**config.mk**
```make
export PLATFORM = sky130hd
export DESIGN_NAME = sdr_bringup_seq
export DESIGN_NICKNAME = d
export VERILOG_FILES = /design/src/rtl/sdr_seq_pkg.sv /design/src/rtl/sdr_ref_sched.sv /design/src/rtl/sdr_cmd_seq.sv /design/src/rtl/sdr_bringup_seq.sv
export SDC_FILE = /design/constraint.sdc
export NUM_CORES = 1
export LEC_CHECK = 0
export CAP_MARGIN = 20
export CORE_ASPECT_RATIO = 1.75
export CORE_UTILIZATION = 55
export DETAILED_ROUTE_END_ITERATION = 12
export GPL_TIMING_DRIVEN = 0
export PLACE_DENSITY = 0.86
export SLEW_MARGIN = 20
export SYNTH_ARGS = -nofsm -noshare
export SYNTH_HDL_FRONTEND = slang
export SYNTH_SLANG_ARGS = --single-unit
```
**constraint.sdc**
```tcl
create_clock -name clk -period 3.7 [get_ports clk]
set_input_delay 0.37 -clock clk [delete_from_list [all_inputs] [get_ports clk]]
set_output_delay 0.37 -clock clk [all_outputs]
set_load 0.005 [all_outputs]
```
**src/rtl/sdr_seq_pkg.sv**
```systemverilog
package sdr_seq_pkg;

   // Command encodings, packed as {cs_n, ras_n, cas_n, we_n}
   typedef enum logic [3:0] {
      CMD_DESEL = 4'b1111,
      CMD_NOP   = 4'b0111,
      CMD_PRE   = 4'b0010,
      CMD_REF   = 4'b0001,
      CMD_MRS   = 4'b0000
   } sdr_cmd_e;

   typedef enum logic [2:0] {
      ST_PWRUP,
      ST_PRE_W,
      ST_IREF,
      ST_MRS_W,
      ST_RUN
   } seq_state_e;

   // Mode word: single-location writes, standard mode, CAS latency, sequential order, burst code
   function automatic logic [9:0] mode_word(input int burst_len, input int cas_lat);
      logic [2:0] bl_code;
      case (burst_len)
         1:       bl_code = 3'd0;
         2:       bl_code = 3'd1;
         4:       bl_code = 3'd2;
         default: bl_code = 3'd3;
      endcase
      return {1'b1, 2'b00, 3'(cas_lat), 1'b0, bl_code};
   endfunction

endpackage

```
**src/rtl/sdr_ref_sched.sv**
```systemverilog
module sdr_ref_sched #(
   parameter int REF_INTERVAL = 702
) (
   input  logic clk,
   input  logic rst_n,
   input  logic en,
   input  logic take,
   output logic pend,
   output logic ovf
);
   localparam int CW = $clog2(REF_INTERVAL + 1);

   logic [CW-1:0] cnt_q;
   logic [1:0]    pend_q;
   logic          ovf_q;
   logic          tick;

   assign tick = en && (cnt_q == '0);

   always_ff @(posedge clk) begin
      if (!rst_n) begin
         cnt_q  <= CW'(REF_INTERVAL - 1);
         pend_q <= '0;
         ovf_q  <= 1'b0;
      end else begin
         if (en) begin
            cnt_q <= (cnt_q == '0) ? CW'(REF_INTERVAL - 1) : cnt_q - 1'b1;
         end
         case ({tick, take})
            2'b10: begin
               if (pend_q == 2'd2) ovf_q <= 1'b1;
               else                pend_q <= pend_q + 1'b1;
            end
            2'b01:   pend_q <= pend_q - 1'b1;
            default: ;
         endcase
      end
   end

   assign pend = (pend_q != '0);
   assign ovf  = ovf_q;
endmodule

```
**src/rtl/sdr_cmd_seq.sv**
```systemverilog
module sdr_cmd_seq
   import sdr_seq_pkg::*;
#(
   parameter int ROW_W          = 13,
   parameter int BANK_W         = 2,
   parameter int PWRUP_CYC      = 9_000_000,
   parameter int INIT_REFRESHES = 4,
   parameter int T_RP           = 2,
   parameter int T_RC           = 7,
   parameter int T_MRD          = 2,
   parameter int BURST_LEN      = 2,
   parameter int CAS_LAT        = 3
) (
   input  logic              clk,
   input  logic              rst_n,
   input  logic              eng_idle,
   input  logic              pend,
   output logic              take,
   output logic              cke,
   output logic [3:0]        cmd,
   output logic [ROW_W-1:0]  addr,
   output logic [BANK_W-1:0] ba,
   output logic              ready,
   output logic              hold
);
   localparam int WAIT_W = $clog2(PWRUP_CYC + 17);
   localparam int RCNT_W = $clog2(INIT_REFRESHES + 1);
   localparam logic [ROW_W-1:0] MODE_VAL = ROW_W'(mode_word(BURST_LEN, CAS_LAT));

   seq_state_e        st_q;
   logic [WAIT_W-1:0] wait_q;
   logic [RCNT_W-1:0] rcnt_q;
   logic              cke_q, ready_q;
   sdr_cmd_e          cmd_q;
   logic [ROW_W-1:0]  addr_q;
   logic              gap_done;

   assign gap_done = (wait_q == '0);
   assign take     = (st_q == ST_RUN) && pend && eng_idle && gap_done;

   always_ff @(posedge clk) begin
      if (!rst_n) begin
         st_q    <= ST_PWRUP;
         wait_q  <= WAIT_W'(PWRUP_CYC);
         rcnt_q  <= '0;
         cke_q   <= 1'b0;
         ready_q <= 1'b0;
         cmd_q   <= CMD_DESEL;
         addr_q  <= '0;
      end else begin
         cke_q  <= 1'b1;
         cmd_q  <= CMD_NOP;
         addr_q <= '0;
         if (!gap_done) wait_q <= wait_q - 1'b1;
         case (st_q)
            ST_PWRUP: if (gap_done) begin
               cmd_q      <= CMD_PRE;
               addr_q[10] <= 1'b1;
               wait_q     <= WAIT_W'(T_RP - 1);
               st_q       <= ST_PRE_W;
            end
            ST_PRE_W: if (gap_done) begin
               cmd_q  <= CMD_REF;
               rcnt_q <= RCNT_W'(1);
               wait_q <= WAIT_W'(T_RC - 1);
               st_q   <= ST_IREF;
            end
            ST_IREF: if (gap_done) begin
               if (rcnt_q == RCNT_W'(INIT_REFRESHES)) begin
                  cmd_q  <= CMD_MRS;
                  addr_q <= MODE_VAL;
                  wait_q <= WAIT_W'(T_MRD - 1);
                  st_q   <= ST_MRS_W;
               end else begin
                  cmd_q  <= CMD_REF;
                  rcnt_q <= rcnt_q + 1'b1;
                  wait_q <= WAIT_W'(T_RC - 1);
               end
            end
            ST_MRS_W: if (gap_done) begin
               ready_q <= 1'b1;
               st_q    <= ST_RUN;
            end
            ST_RUN: if (take) begin
               cmd_q  <= CMD_REF;
               wait_q <= WAIT_W'(T_RC - 1);
            end
            default: st_q <= ST_PWRUP;
         endcase
      end
   end

   generate
      if (T_RC > 1) begin : g_hold
         logic hold_q;
         always_ff @(posedge clk) begin
            if (!rst_n)    hold_q <= 1'b0;
            else if (take) hold_q <= 1'b1;
            else           hold_q <= (wait_q > WAIT_W'(1));
         end
         assign hold = hold_q;
      end else begin : g_nohold
         assign hold = 1'b0;
      end
   endgenerate

   assign cke   = cke_q;
   assign cmd   = cmd_q;
   assign addr  = addr_q;
   assign ba    = '0;
   assign ready = ready_q;
endmodule

```
**src/rtl/sdr_bringup_seq.sv**
```systemverilog
module sdr_bringup_seq #(
   parameter int ROW_W          = 13,
   parameter int BANK_W         = 2,
   parameter int PWRUP_CYC      = 9_000_000,
   parameter int REF_INTERVAL   = 702,
   parameter int INIT_REFRESHES = 4,
   parameter int T_RP           = 2,
   parameter int T_RC           = 7,
   parameter int T_MRD          = 2,
   parameter int BURST_LEN      = 2,
   parameter int CAS_LAT        = 3
) (
   input  logic              clk,
   input  logic              rst_n,
   input  logic              eng_idle,
   output logic              mem_cke,
   output logic              mem_cs_n,
   output logic              mem_ras_n,
   output logic              mem_cas_n,
   output logic              mem_we_n,
   output logic [ROW_W-1:0]  mem_addr,
   output logic [BANK_W-1:0] mem_ba,
   output logic              ready,
   output logic              ref_hold,
   output logic              ref_overflow
);
   if (ROW_W < 11)                            begin : g_bad_row  $error("ROW_W must be at least 11"); end
   if (T_RP < 1 || T_RP > 16)                 begin : g_bad_rp   $error("T_RP outside 1..16"); end
   if (T_RC < 1 || T_RC > 16)                 begin : g_bad_rc   $error("T_RC outside 1..16"); end
   if (T_MRD < 1 || T_MRD > 16)               begin : g_bad_mrd  $error("T_MRD outside 1..16"); end
   if (PWRUP_CYC < 1)                         begin : g_bad_pw   $error("PWRUP_CYC must be positive"); end
   if (INIT_REFRESHES < 1)                    begin : g_bad_ir   $error("INIT_REFRESHES must be positive"); end
   if (REF_INTERVAL <= T_RC)                  begin : g_bad_ri   $error("REF_INTERVAL must exceed T_RC"); end
   if (CAS_LAT < 1 || CAS_LAT > 3)            begin : g_bad_cl   $error("CAS_LAT outside 1..3"); end
   if (!(BURST_LEN inside {1, 2, 4, 8}))      begin : g_bad_bl   $error("BURST_LEN must be 1, 2, 4 or 8"); end

   logic       pend, take;
   logic [3:0] cmd;

   sdr_ref_sched #(.REF_INTERVAL(REF_INTERVAL)) u_sched (
      .clk  (clk),
      .rst_n(rst_n),
      .en   (ready),
      .take (take),
      .pend (pend),
      .ovf  (ref_overflow)
   );

   sdr_cmd_seq #(
      .ROW_W(ROW_W), .BANK_W(BANK_W), .PWRUP_CYC(PWRUP_CYC),
      .INIT_REFRESHES(INIT_REFRESHES), .T_RP(T_RP), .T_RC(T_RC),
      .T_MRD(T_MRD), .BURST_LEN(BURST_LEN), .CAS_LAT(CAS_LAT)
   ) u_seq (
      .clk     (clk),
      .rst_n   (rst_n),
      .eng_idle(eng_idle),
      .pend    (pend),
      .take    (take),
      .cke     (mem_cke),
      .cmd     (cmd),
      .addr    (mem_addr),
      .ba      (mem_ba),
      .ready   (ready),
      .hold    (ref_hold)
   );

   assign {mem_cs_n, mem_ras_n, mem_cas_n, mem_we_n} = cmd;
endmodule

```
* After elaboration in Yosys (flattened, before gate mapping) *
Index checks and enable logic that the tools add are counted.

operators by class
  muxes and demuxes = 31
  add/sub/neg operators = 5
  order comparisons = 1
  equality and inequality tests = 15
  bitwise operators = 1
  reductions and logical operators = 16

operators with widths
  operator               count
  $mux 24                5
  $pmux 24 s4            1
  $mux 3                 12
  $gt 24x1->1 const B    1
  $logic_not 24->1       1
  $sub 24x1->24 const B  1
  $mux 10                2
  $pmux 4 s4             1
  $pmux 3 s5             1
  $mux 11                1
  $logic_not 10->1       1
  $ne 2x1->1 const B     5
  $sub 10x1->10 const B  1
  $eq 3x2->1 const B     2
  $eq 3x3->1 const B     2
  $pmux 3 s2             1
  $reduce_and 2->1       3
  $reduce_and 6->1       1
  $reduce_bool 2->1      3
  $eq 2x2->1 const B     2
  $logic_and 1x1->1      4
  $mux 1                 4
  $ne 2x2->1 const B     2
  $pmux 2 s2             1
  11 further kinds       11

word-level totals
  logic and storage cells = 81
  register bits after elaboration = 63
  output and inout port bits = 23

* Longest topological paths before layout *
Gate-level depths: netlist (run 1).

  depth after elaboration = 7
  depth in mapped cells = 14

* Cells and area by module *
Synthesis (run 1) repeated with hierarchy kept, for this count alone.

unflattened totals
  cell total of the unflattened synthesis = 319
  area total of the unflattened synthesis = 2,813.9 um2

modules (own cells, without submodules)
  module         area each (um2)  cells an instance  seq. area each (um2)  times used
  sdr_cmd_seq    2,114.5          241                780.7                 1
  sdr_ref_sched  699.4            78                 260.2                 1

* Least setup slack after synthesis (run 1) *
No wires, ideal clock.

  path type = register to register
  start = register u_seq.wait_q[0]
  end = register u_seq.wait_q[0]
  stages on the path, launching flop included = 14
  data arrival time = 2.547 ns
  buffers on the path = 2
  setup slack = 1.023 ns
  period minus slack after synthesis = 2.677 ns
  cell sequence = dfxtp_1 > inv_1 > ha_1 > or4b_4 > or2_1 > buf_6 > nor3_4 > inv_2 > buf_6 > ha_1 > a21oi_1 > nor2_1 > a21oi_1 > o32ai_1

between the ends
  longest elaborated chain between the ends = 4

ends and longest elaborated chain
  item                                                      line                                  source
  start, declared                                           sdr_cmd_seq.sv:31                     logic [WAIT_W-1:0] wait_q;
  start signal, assigned                                    sdr_cmd_seq.sv:44                     wait_q <= WAIT_W'(PWRUP_CYC);
  start signal, assigned                                    sdr_cmd_seq.sv:54                     if (!gap_done) wait_q <= wait_q - 1'b1;
  start signal, assigned                                    sdr_cmd_seq.sv:59                     wait_q <= WAIT_W'(T_RP - 1);
  $sub 24x1->24 / $logic_not 24->1 (equally long branches)  sdr_cmd_seq.sv:54, sdr_cmd_seq.sv:38
  $mux 24 / $logic_and 1x1->1 (equally long branches)       sdr_cmd_seq.sv:54, sdr_cmd_seq.sv:39
  $mux 24 (on tied branches)                                n/a
  $pmux 24 s4 *                                             sdr_cmd_seq.sv:55                     case (st_q)

Every way passes the cells marked *; elsewhere a longest branch is shown, timed or not.
A chain may end at the register's enable or synchronous reset.

* Worst setup path after layout (run 1) *
  start = register u_seq.wait_q[0]
  end = register u_seq.wait_q[21]

The elaborated chain is that of the path after synthesis.

==> results.md, run 1 <==
- Syn avg cell area: 8.59 um^2
- Vias in the first global route: 2,087
- Final worst clock skew: 0.00704 ns
- Number of setup buffers added after CTS: 0
- Fraction of registers with async set/reset: 0%
- Post-synthesis sequential element count: 52
- Launching point of the worst reg2reg path: u_seq.wait_q[0]$_SDFF_PN0_
- Clock transition at the registers of the reported paths: 0.09 ns
- Maximum number of pins on one net before global-route repair: 16
- Cell area after synthesis: 0.00261 mm^2
- Hold/Removal Path Class: reg2reg
- Required @ worst endpoint: 3.89 ns
- Die extent in y: 93.2 um
- Number of synthesis warnings: 0
- Clock tree from TritonCTS: built
- Gate count of the mapped netlist: 304
- DRT Wirelength: 5.55 mm
- Worst Setup End Kind: register
- Synth unique cells: 52
- Global-route congestion overflow total: 0
- Transition time of the tightest slew-check pin: 0.660 ns
- Routed vias: 2,253
- Finished Layout Cells: 387
- Setup Viol. Count Final: 0
- Max H-tree Level: 2
- Share of the yosys chip area belonging to registers: 39.9%
- Fill cells: 388
- Outcome: finished, final reports clean
- Launch point of the worst hold path: u_sched.cnt_q[5]$_SDFFE_PN1P_
- Setup TNS after final layout: 0 ns
- Commonest cells after routing, fill and taps aside: sky130_fd_sc_hd__dfxtp_1, sky130_fd_sc_hd__nor2_1, sky130_fd_sc_hd__nand2_1
- Number of detailed-route iterations in the first pass: 4
- Area growth, synth to finish: 13.6%
- Power per Cell Area: 385 mW/mm^2
- Worst Setup Path Type: reg2reg
- Max Buffers Root-to-Sink: 2
- Antenna violations before repair: 0
- Element type at the critical path start: register
- Maximum resistive drop on vdd: 0.341 mV
- Die Span X: 54.1 um
- Final hold viol count: 0
- CP max FO: 10
- CTS Hold Bufs: 0
- Clock sink count: 52
- Std-Cell Rows: 32
- Launching instance or port of the critical path: u_seq.wait_q[0]$_SDFF_PN0_
- Nets: 345
- Clock tree root buffer cell: sky130_fd_sc_hd__clkbuf_8
- Total Routing Usage GR: 23.9%
- DRC violation count after routing: 0
- Number of instances in the placed design: 379
- Number of clock buffers inserted by TritonCTS: 5
- Antenna Diode Count: 0
- Buffers plus inverters on the worst setup path: 4
- Post-detailed-placement half-perimeter wirelength: 4.13 mm
- Highest attainable clock frequency: 322 MHz
- Standard cell with the maximum stage delay on the critical path: sky130_fd_sc_hd__or4b_4
- Number of input and output port buffers inserted: 15
- Primary FF master, synth: sky130_fd_sc_hd__dfxtp_1
- Most common cell after layout, fill and taps aside: sky130_fd_sc_hd__dfxtp_1
- Arrival time worst endpoint: 3.29 ns
- DR iter-0 viols: 65
- Core region area: 0.00448 mm^2
- Post-layout utilization of the core: 66.2%
- Tcrit/Tclk final: 83.9%
- Max-cap viol count: 0
- Wire length of the first global-routing pass: 8.97 mm
- EDFF count, synth: 0
- Io pins: 26
- Starting Density: 58.2%
- Static power due to leakage: 1.08 nW
- Design Power: 1.14 mW
- Number of gates resized after cts: 0
- Slew headroom: 55.6%
- Number of pins exceeding their max-slew limit in the final report: 0
- Routed WL per cell: 14.3 um
- Last weighted congestion value of the routability-driven placer: 0.911
- Crit-path cells: inv_1 -> ha_1 -> or4b_4 -> or2_1 -> buf_6 -> nor3_4 -> inv_2 -> o21ai_1 -> buf_4 -> a21oi_1
- Unrepaired setup endpoints after global routing: no
- Worst skew pair latency: 0.30 ns
- Share of final-layout standard cells stronger than drive strength 1: 9.52%
- Time the worst path needs with I/O delays and setup: 3.11 ns
- Delay-heaviest family, CP: simple AND/OR/NAND/NOR gates
- Worst path max stage delay: 0.52 ns
- Vias per inst: 5.82
- Die Outline Area: 0.00504 mm^2
- Post-route ant nets: 0
## per-layer routing
| layer | vias up | share of wire (%) | wire length, um | GRT usage, % |
|---|---|---|---|---|
| li1 | 1116 | - | - | - |
| met2 | 53 | 56 | 3090 | 43.2 |
| met3 | 12 | 3.5 | 196 | 3.74 |
| met1 | 1072 | 39 | 2150 | 25.5 |
| met4 | 0 | 2.0 | 113 | 10.9 |
| met5 | - | 0 | 0 | 0 |
## area by class of cell
class | instances | area [um^2] | share of cell area, %
well taps | 51 | 63.8 | 2.15
clock inverters | 2 | 35.0 | 1.18
clock buffers | 6 | 72.6 | 2.45
multi-input cells | 226 | 1410 | 47.4
repair buffers | 15 | 150 | 5.06
plain buffers | 25 | 161 | 5.44
flip-flops and latches | 52 | 1040 | 35.1
inverters | 10 | 37.5 | 1.27
## kinds of logic after synthesis
group                    after synthesis  share of synthesized area [%]
multiplexers                           4                           1.58
XOR/XNOR                              23                           7.71
AO/OA/AOI/OAI                         56                           13.6
buffers and inverters                 35                           7.62
AND/OR/NAND/NOR                      126                           26.1
adder cells (fa/ha/maj)                7                           3.35
flip-flops                            52                           39.9
other                                  1                          0.144
## synth_stat cells (6+ instances only)
library cell / instances / area [um^2]
sky130_fd_sc_hd__o21ai_0: 7 / 35.0
sky130_fd_sc_hd__dfxtp_1: 52 / 1040
sky130_fd_sc_hd__clkbuf_1: 9 / 33.8
sky130_fd_sc_hd__nor4_1: 9 / 56.3
sky130_fd_sc_hd__nand4_1: 6 / 37.5
sky130_fd_sc_hd__buf_4: 14 / 105
sky130_fd_sc_hd__nand2_1: 24 / 90.1
sky130_fd_sc_hd__o31ai_1: 10 / 75.1
sky130_fd_sc_hd__inv_1: 8 / 30.0
sky130_fd_sc_hd__xnor2_1: 17 / 149
sky130_fd_sc_hd__a21oi_1: 20 / 100
sky130_fd_sc_hd__nor2_1: 29 / 109
sky130_fd_sc_hd__or4_1: 8 / 60.1
sky130_fd_sc_hd__or3_1: 8 / 50.1
sky130_fd_sc_hd__ha_1: 7 / 87.6
sky130_fd_sc_hd__nor3_1: 7 / 35.0
sky130_fd_sc_hd__xor2_1: 6 / 52.6
sky130_fd_sc_hd__nand3_1: 8 / 40.0
## worst min-delay path: stages, from the launching register on
cell and delay [ns]:
sky130_fd_sc_hd__dfxtp_1 0.32, sky130_fd_sc_hd__nand2_1 0.05, sky130_fd_sc_hd__nand3_1 0.07
## path summary, 6_finish.rpt
kind / endpoint / slack (ns) / depth (start not counted)
setup / recovery: u_seq.wait_q[21]$_SDFF_PN0_ / 0.59 / 10
hold / removal: u_sched.cnt_q[5]$_SDFFE_PN1P_ / 0.49 / 2
setup reg to reg: u_seq.wait_q[21]$_SDFF_PN0_ / 0.59 / 10
hold reg to reg: u_sched.cnt_q[5]$_SDFFE_PN1P_ / 0.49 / 2
## sequential cells by signal, summed over array words and instances (netlist names)
signal / count
u_seq.cke: 1
u_sched.pend_q: 2
u_seq.rcnt_q: 3
u_sched.ovf: 1
u_seq.st_q: 3
u_seq.addr: 2
u_seq.wait_q: 24
u_sched.cnt_q: 10
u_seq.hold: 1
u_seq.ready: 1
u_seq.cmd: 4
## power breakdown
part           total, mW  switching, mW  internal, mW
Combinational      0.147         0.0814        0.0659
Clock              0.384          0.183         0.201
Sequential         0.609         0.0263         0.583
## per-stage QoR
step	setup WS, ns	instance area, um^2	hold slack (ns)
floorplan	1.02	2650	0.398
global placement	0.688	2860	0.447
global route	0.388	2970	0.504
detailed placement	0.620	2860	0.462
CTS	0.611	2970	0.482
finish	0.594	2970	0.486
Note: power is estimated with default switching activity, not from simulation.
==> run 2: changes to the inputs <==
Clock period 3.7 ns to 3.23 ns, I/O delays scaled along.
==> run 2 against run 1 <==
Compared with the run above: hold slack about the same; global-route usage unchanged; count of clock-buffer cells in the layout unchanged; critical path depth up 3; final area up 0.63%; register-to-register slack worse by 0.22 ns; via count up 1.7%; largest power group unchanged.
==> results.md, run 2 (synthesized netlist as in run 1, its figures left out) <==
- Outcome: finished, final reports clean
- Worst path max stage delay: 0.52 ns (about the same)
- Io pins: 26 (unchanged)
- Worst reg2reg path depth: 13 (+3)
- Global-route congestion overflow total: 0 (unchanged)
- Number of detailed-route iterations in the first pass: 4 (unchanged)
- Worst Setup End Kind: register
- Setup Viol. Count Final: 0 (unchanged)
- Required @ worst endpoint: 3.42 ns (-0.47 ns)
- Die Span X: 54.1 um (unchanged)
- Max Buffers Root-to-Sink: 2 (unchanged)
- Wire length of the first global-routing pass: 8.97 mm (unchanged)
- Highest attainable clock frequency: 350 MHz (+8.6%)
- Largest register FFs: 24 (unchanged)
- Buffers plus inverters on the worst setup path: 4 (unchanged)
- Maximum number of pins on one net before global-route repair: 16 (unchanged)
- Time the worst path needs with I/O delays and setup: 2.86 ns (-0.247 ns)
- Routed WL per cell: 14.5 um (+1.1%)
- Tcrit/Tclk final: 88.5% (+4.6 points)
- Core region area: 0.00448 mm^2 (unchanged)
- Switching power as a share of total power: 25.8% (+0.26 points)
- Unrepaired setup endpoints after global routing: no
- Part of the power in combinational logic: 12.9% (about the same)
- Launching instance or port of the critical path: u_seq.wait_q[0]$_SDFF_PN0_
- End point of the most critical hold path: u_sched.cnt_q[5]$_SDFFE_PN1P_
- Last weighted congestion value of the routability-driven placer: 0.911 (unchanged)
- Commonest cells after routing, fill and taps aside: sky130_fd_sc_hd__dfxtp_1, sky130_fd_sc_hd__nor2_1, sky130_fd_sc_hd__nand2_1
- Vias in the first global route: 2,087 (unchanged)
- Number of clock buffers inserted by TritonCTS: 5 (unchanged)
- Share of final-layout standard cells stronger than drive strength 1: 10.4% (+0.83 points)
- Worst Setup Path Type: reg2reg
- Transition time of the tightest slew-check pin: 0.657 ns (-0.00316 ns)
- Wire length on met3: 189 um (-3.6%)
- WL met1: 2.25 mm (+4.9%)
- Std-Cell Rows: 32 (unchanged)
- Worst skew pair latency: 0.30 ns (about the same)
- Setup slack of the most critical reg-to-reg path: 0.37 ns (-0.22 ns)
- Max H-tree Level: 2 (unchanged)
- Final hold viol count: 0 (unchanged)
- Number of pins exceeding their max-slew limit in the final report: 0 (unchanged)
- Destination of the worst register-to-register timing path: u_seq.wait_q[0]$_SDFF_PN0_
- Maximum resistive drop on vdd: 0.391 mV (+15%)
- Delay-heaviest family, CP: simple AND/OR/NAND/NOR gates
- Arrival time worst endpoint: 3.04 ns (-0.25 ns)
- Crit-path cells: inv_1 -> ha_1 -> or4b_4 -> or2_1 -> buf_6 -> nor3_4 -> inv_2 -> buf_6 -> ha_1 -> a21oi_1 -> nor2_1 -> a21oi_1 -> o32ai_1
- DR iter-0 viols: 66 (+1.5%)
- Final worst clock skew: 0.00577 ns (-0.00127 ns)
- Clock transition at the registers of the reported paths: 0.09 ns (about the same)
- Die Outline Area: 0.00504 mm^2 (unchanged)
- Total Routing Usage GR: 23.9% (unchanged)
- DRC violation count after routing: 0 (unchanged)
- Post-detailed-placement half-perimeter wirelength: 4.13 mm (unchanged)
- Standard cell with the maximum stage delay on the critical path: sky130_fd_sc_hd__or4b_4
- Starting Density: 58.2% (unchanged)
- Worst Hold Path Cells: 2 (unchanged)
- Clock sink count: 52 (unchanged)
- Met2 WL: 3.08 mm (-0.55%)
- Power per Cell Area: 440 mW/mm^2 (+14%)
- Routed vias: 2,291 (+1.7%)
- Launching point of the worst reg2reg path: u_seq.wait_q[0]$_SDFF_PN0_
- Vias per inst: 5.89 (+1.2%)
- Top layer in use: met4
- Element type at the critical path start: register
- CP max FO: 11 (+1)
- Nets: 347 (+0.58%)
- Most common cell after layout, fill and taps aside: sky130_fd_sc_hd__dfxtp_1
- Hold/Removal Path Class: reg2reg
- Clock tree from TritonCTS: built
- Die extent in y: 93.2 um (unchanged)
- Post-route ant nets: 0 (unchanged)
- Antenna violations before repair: 0 (unchanged)
- Internal Dissipation: 0.974 mW (+15%)
- Number of input and output port buffers inserted: 15 (unchanged)
- Top reg by flops: u_seq.wait_q
- DRT Wirelength: 5.64 mm (+1.6%)
- Design Power: 1.31 mW (+15%)
- Share of power burned in registers: 53.2% (-0.2 points)
- Launch point of the worst hold path: u_sched.cnt_q[5]$_SDFFE_PN1P_
- Setup TNS after final layout: 0 ns (unchanged)
- Net load switching power: 0.338 mW (+16%)
- Clock tree root buffer cell: sky130_fd_sc_hd__clkbuf_8
- Part of the power in the clock network: 33.9% (+0.2 points)
- Static power due to leakage: 1.10 nW (+1.1%)
- Max-cap viol count: 0 (unchanged)
- Area growth, synth to finish: 14.3%
- Antenna Diode Count: 0 (unchanged)
- Slew headroom: 55.8% (+0.21 points)
## run 2: cell types whose count changed in the layout (fill, tap and decap cells not counted), sizes merged
| cell | before | now |
|---|---|---|
| buf | 16 | 18 |
## run 2: what timing repair did
item / 4_1_cts / 5_1_grt
setup endpoints to repair: 0 / 11
buffers inserted: 0 / 2
gates resized for setup: 0 / 1
hold buffers: 0 / 0
## run 2: power groups by stage
| stage | Clock, mW | Combinational [mW] | Sequential [mW] |
|---|---|---|---|
| floorplan | 0 | 0.130 | 0.705 |
| global placement | 0 | 0.162 | 0.711 |
| detailed placement | 0 | 0.167 | 0.713 |
| CTS | 0.448 | 0.167 | 0.698 |
| global route | 0.468 | 0.186 | 0.701 |
| finish | 0.444 | 0.169 | 0.699 |
## run 2: final cells by class
type / instances / area (um^2)
Fill cell: 380 / 1500
Multi-Input combinational cell: 226 / 1410
Sequential cell: 52 / 1040
Timing Repair Buffer: 17 / 165
Buffer: 25 / 161
Clock buffer: 6 / 72.6
Tap cell: 51 / 63.8
Inverter: 10 / 37.5
Clock inverter: 2 / 35.0
## run 2: per-stage QoR
| step | util, % | cells | worst slack, ns | area, um^2 | hold slack (ns) |
|---|---|---|---|---|---|
| after floorplan | - | 313 | 0.553 | 2650 | 0.351 |
| after global placement | 63.8 | 379 | 0.218 | 2860 | 0.447 |
| after detailed placement | 63.8 | 379 | 0.150 | 2860 | 0.462 |
| after CTS | 66.2 | 387 | 0.141 | 2970 | 0.482 |
| after global routing | 66.6 | 389 | 0.191 | 2990 | 0.504 |
| final | 66.6 | 389 | 0.371 | 2990 | 0.486 |
## run 2: how the worst max path moves through the flow
stage                                        endpoint  depth (start not counted)
after floorplan            u_seq.wait_q[0]$_SDFF_PN0_                         13
after global placement    u_seq.wait_q[18]$_SDFF_PN0_                         10
after detailed placement  u_seq.wait_q[13]$_SDFF_PN0_                         10
after CTS                 u_seq.wait_q[13]$_SDFF_PN0_                         10
after global routing       u_seq.wait_q[0]$_SDFF_PN0_                         13
final                      u_seq.wait_q[0]$_SDFF_PN0_                         13
## run 2: worst reg2reg max path: cells and delay by family (launching register included)
family          cells  cell delay, ns
simple gates        4            1.02
fa+ha+maj           2            0.49
buf+inv             4            0.48
flops               1            0.37
compound gates      3            0.37
## run 2: routing by layer
layer	up-vias	global-route usage, %
met5	-	0
met4	0	10.9
met3	13	3.74
met2	53	43.2
met1	1102	25.5
li1	1123	-
